<file path="src/rtl/tacc_pkg.sv">
package tacc_pkg;

   typedef enum logic [1:0] {
      ST_IDLE  = 2'd0,
      ST_ACCUM = 2'd1,
      ST_DONE  = 2'd2
   } tacc_state_e;

endpackage

</file>
<file path="src/rtl/tacc_addcmp.sv">
// Combinational step: wrapped addition and strict compare against the limit.
module tacc_addcmp #(
   parameter int DATA_W = 8,
   parameter int THRESH = 42
) (
   input  logic [DATA_W-1:0] sum_i,
   input  logic [DATA_W-1:0] din_i,
   output logic [DATA_W-1:0] next_o,
   output logic              over_o
);
   localparam logic [DATA_W-1:0] LIMIT = DATA_W'(THRESH);

   always_comb begin
      next_o = sum_i + din_i;
      over_o = (next_o > LIMIT);
   end
endmodule

</file>
<file path="src/rtl/tacc_ctrl.sv">
// Three-state sequencer that replaces the data-dependent loop.
module tacc_ctrl
   import tacc_pkg::*;
(
   input  logic        clk_i,
   input  logic        rst_i,
   input  logic        start_i,
   input  logic        over_i,
   output tacc_state_e state_o,
   output logic        clr_o,
   output logic        load_o,
   output logic        done_o
);
   tacc_state_e st_q, st_d;

   always_comb begin
      st_d   = st_q;
      clr_o  = 1'b0;
      load_o = 1'b0;
      unique case (st_q)
         ST_IDLE: begin
            if (start_i) begin
               clr_o = 1'b1;
               st_d  = ST_ACCUM;
            end
         end
         ST_ACCUM: begin
            load_o = 1'b1;
            if (over_i) st_d = ST_DONE;
         end
         ST_DONE:  st_d = ST_IDLE;
         default:  st_d = ST_IDLE;
      endcase
   end

   always_ff @(posedge clk_i) begin
      if (rst_i) st_q <= ST_IDLE;
      else       st_q <= st_d;
   end

   assign state_o = st_q;
   assign done_o  = (st_q == ST_DONE);
endmodule

</file>
<file path="src/rtl/tacc_sumreg.sv">
// Total register: clear, load or hold.
module tacc_sumreg #(
   parameter int DATA_W = 8
) (
   input  logic              clk_i,
   input  logic              rst_i,
   input  logic              clr_i,
   input  logic              load_i,
   input  logic [DATA_W-1:0] next_i,
   output logic [DATA_W-1:0] sum_o
);
   always_ff @(posedge clk_i) begin
      if (rst_i || clr_i) sum_o <= '0;
      else if (load_i)    sum_o <= next_i;
   end
endmodule

</file>
<file path="src/rtl/thresh_accum.sv">
module thresh_accum
   import tacc_pkg::*;
#(
   parameter int DATA_W = 8,
   parameter int THRESH = 42
) (
   input  logic              clk_i,
   input  logic              rst_i,
   input  logic              start_i,
   input  logic [DATA_W-1:0] din_i,
   output logic [DATA_W-1:0] sum_o,
   output logic              done_o
);
   localparam longint MAX_SUM = (longint'(1) << DATA_W) - 1;

   if (DATA_W < 1 || DATA_W > 32) begin : g_bad_width
      $error("thresh_accum: DATA_W must lie in 1..32");
   end
   if (THRESH < 0 || longint'(THRESH) >= MAX_SUM) begin : g_bad_limit
      $error("thresh_accum: THRESH must be below the largest total");
   end

   tacc_state_e       state_q;
   logic              clr, load, over;
   logic [DATA_W-1:0] sum_next;

   tacc_addcmp #(.DATA_W(DATA_W), .THRESH(THRESH)) u_step (
      .sum_i (sum_o),
      .din_i (din_i),
      .next_o(sum_next),
      .over_o(over)
   );

   tacc_ctrl u_ctrl (
      .clk_i  (clk_i),
      .rst_i  (rst_i),
      .start_i(start_i),
      .over_i (over),
      .state_o(state_q),
      .clr_o  (clr),
      .load_o (load),
      .done_o (done_o)
   );

   tacc_sumreg #(.DATA_W(DATA_W)) u_sum (
      .clk_i (clk_i),
      .rst_i (rst_i),
      .clr_i (clr),
      .load_i(load),
      .next_i(sum_next),
      .sum_o (sum_o)
   );
endmodule

</file>
<file path="config.mk">
export PLATFORM = sky130hd
export DESIGN_NAME = thresh_accum
export DESIGN_NICKNAME = d
export VERILOG_FILES = /design/src/rtl/tacc_pkg.sv /design/src/rtl/tacc_addcmp.sv /design/src/rtl/tacc_ctrl.sv /design/src/rtl/tacc_sumreg.sv /design/src/rtl/thresh_accum.sv
export SDC_FILE = /design/constraint.sdc
export NUM_CORES = 1
export LEC_CHECK = 0
export BUFFER_PORTS_ARGS = -buffer_cell sky130_fd_sc_hd__buf_2
export CORE_MARGIN = 1
export CORE_UTILIZATION = 45
export DETAILED_ROUTE_END_ITERATION = 8
export GPL_TIMING_DRIVEN = 0
export PLACE_DENSITY = 0.7
export SYNTH_ARGS = -nofsm -noshare
export SYNTH_HDL_FRONTEND = slang
export SYNTH_HIERARCHICAL = 1
export SYNTH_SLANG_ARGS = --single-unit
export TNS_END_PERCENT = 50
</file>
<file path="constraint.sdc">
create_clock -name clk_i -period 2.8 [get_ports clk_i]
set_input_delay 0 -clock clk_i [delete_from_list [all_inputs] [get_ports clk_i]]
set_output_delay 0 -clock clk_i [all_outputs]
set_load 0.01 [all_outputs]
</file>
==> impl_metrics.ini <==
[finish]
diodes = 0
multiInputGateArea_sq_um = 499
areaGrowthSynthToFinish_pct = 20.1
n_fill_cell = 147
fin_util_pct = 58.5
final_nets = 126
drive_above_1_share_pct = 25.7
regArea_sq_um = 200

[critical_path]
crit_chain = ha_1, inv_1, fa_1, nand2b_1, a21oi_1, or4b_1, nand3_1, a211o_1, nand2b_1, a211oi_1
ff2ff_setup_slack_ps = 330
critical_path_required_ps = 2960
crit_fanout = 4
critPathLaunchType = flip-flop
crit_path_end_kind = flip-flop
cpLargestDelayFamily = compound AO/OA/AOI/OAI gates
cp.arrival_ps = 2630
slowest_stage = fa_1
slowest_delay_ps = 390
path_common_cell = nand2b_1
path_buf_inv = 1
critPathKind = reg2reg

[synth]
syn-num-nets = 101
synth_most_common_cell = nor2_1
synth_seq_cells = 10
ys.flop_type = dfxtp_1
synth_area_sq_um = 733
async_flop_share_pct = 0
synth_common_cells = 14 x nor2_1, 10 x dfxtp_1, 9 x mux2i_1
synth_edf_count = 0
synth_area_leader_cell = dfxtp_1
syn_avg_cell_area_sq_um = 8.94
ys_warn_count = 6
ys_top_cells_by_area = dfxtp_1 27%, mux2i_1 12%, ha_1 12%, nor2_1 7.2%, xnor2_1 3.6%
synth_cells = 82
synth-seq-area-share_pct = 27.3
synth_top_area_share_pct = 27.3
ys_types = 28

[timing]
fin_tns_setup_ps = 0
finalHoldViolCount = 0
finalCritPeriodShare_pct = 88.2
rsz0062_at_grt = false
skew_ps = 3.06
setup_viol = 0
tightest_slew_ps = 319
drv_slew = 0
fmax_ghz = 0.405
fin_crit_ps = 2470
max_slew_margin_pct = 78.6

[floorplanning]
rows = 14
die_area_sq_mm = 0.00179
die_w_um = 42.4
core-area_sq_mm = 0.00151
die_h_um = 42.4
initial_core_util_pct = 48.7
ioPinCount = 20

[clock_network]
clock-sinks = 10
clk_latency_ps = 240
cts_buffer_depth = 2
post_cts_buffers = 0
path_clk_slew_ps = 60
post_cts_resized = 0
cts_root_buffer = clkbuf_4
holdBufCountCts = 1
htreeDepth = 1
numCtsBuffers = 3
cts_tree = done

[power]
power_density_mw_per_mm2 = 389
p_int_mw = 0.247
p_seq_share_pct = 45.3
p_leak_nw = 0.408
switching_share_pct = 27.8
p_sw_mw = 0.0951
ir_drop_v = 0.000239
comb_power_share_pct = 29.1
clockPowerShare_pct = 25.6
p_total_mw = 0.342

[global_route]
grt_max_degree = 9
grtUsageTotal_pct = 15.9
grt_pass1_vias = 559
grt_pass1_wl_mm = 2.23
antenna_found_initial = 0
overflow = 0

[status]
status = completed

[drt]
vias = 623
wl_per_cell_um = 10.7
drtPass1Iterations = 4
detail_route.iter0.violations = 9
via_per_inst = 5.15
ant_nets = 0
drc = 0
wl_mm = 1.29

[min_path]
hold_class = in2reg

[place]
io_buffers = 19
dp_hpwl_mm = 1.09
gp_congestion = 0.836

[run]
maxCapViolations = 0
state kept, by name (all words and copies together), names as in the netlist:
| register | cells |
|---|---|
| u_ctrl/state_o | 2 |
| u_sum/sum_o | 8 |
worst paths after layout:
kind	start	endpoint	depth (start not counted)
setup / recovery	u_sum/sum_o[0]	u_ctrl/state_o[0]	10
hold / removal	start_i	u_ctrl/state_o[0]	3
setup reg to reg	u_sum/sum_o[0]	u_ctrl/state_o[0]	10
hold reg to reg	u_ctrl/state_o[0]	u_ctrl/state_o[1]	2
power groups by stage:
stage / logic, mW / registers, mW / clock network (mW)
detailed placement: 0.0986 / 0.158 / 0
floorplan: 0.0717 / 0.160 / 0
global route: 0.112 / 0.156 / 0.0992
finish: 0.0996 / 0.155 / 0.0876
CTS: 0.100 / 0.155 / 0.0908
global placement: 0.0968 / 0.158 / 0
worst register-to-register path, stage by stage (launching register included):
cell	delay (ps)
dfxtp_1	350
ha_1	200
inv_1	60
fa_1	390
nand2b_1	180
a21oi_1	290
or4b_1	170
nand3_1	100
a211o_1	310
nand2b_1	150
a211oi_1	200
metal layers:
| layer | GRT usage [%] | part of all wire [%] |
|---|---|---|
| met4 | 7.50 | 0.93 |
| met3 | 1.29 | 2.4 |
| met1 | 22.8 | 49 |
| met5 | 0 | 0 |
| met2 | 24.0 | 47 |
layout by cell type, fill, tap and decap left out, types with 2 or more instances in the layout:
cell,n
xnor2_1,3
clkbuf_4,3
nor2_1,14
a211oi_1,2
xor2_1,2
nor2b_1,3
inv_1,4
nand2b_1,4
o21ai_0,4
ha_1,7
buf_2,19
nand2_1,2
dfxtp_1,10
a21oi_1,3
mux2i_1,9
metrics by stage:
stage               instances  hold WS (ps)  worst slack (ps)  cell area (sq um)
floorplan                  82          72.8               565                733
global placement          117           190               422                848
detailed placement        117           198               354                848
CTS                       121          26.3               346                881
global route              121          49.6               134                881
finish                    121          34.6               329                881
cells by family after synthesis:
logic type / synth area share (%)
DFF: 27.3
AOI/OAI and AO/OA: 16.4
adders and majority gates: 14.7
buffers and inverters: 4.61
and+or+nand+nor: 18.8
muxes: 12.3
xor gates and xnor gates: 5.97
area by class of cell:
| type | instances | share of cell area, % |
|---|---|---|
| Inverter | 4 | 1.70 |
| Buffer | 2 | 2.13 |
| Sequential cell | 10 | 22.7 |
| Tap cell | 16 | 2.27 |
| Multi-Input combinational cell | 66 | 56.7 |
| Clock buffer | 3 | 2.56 |
| Timing Repair Buffer | 20 | 11.9 |
Power figures use the tool's default switching activity.
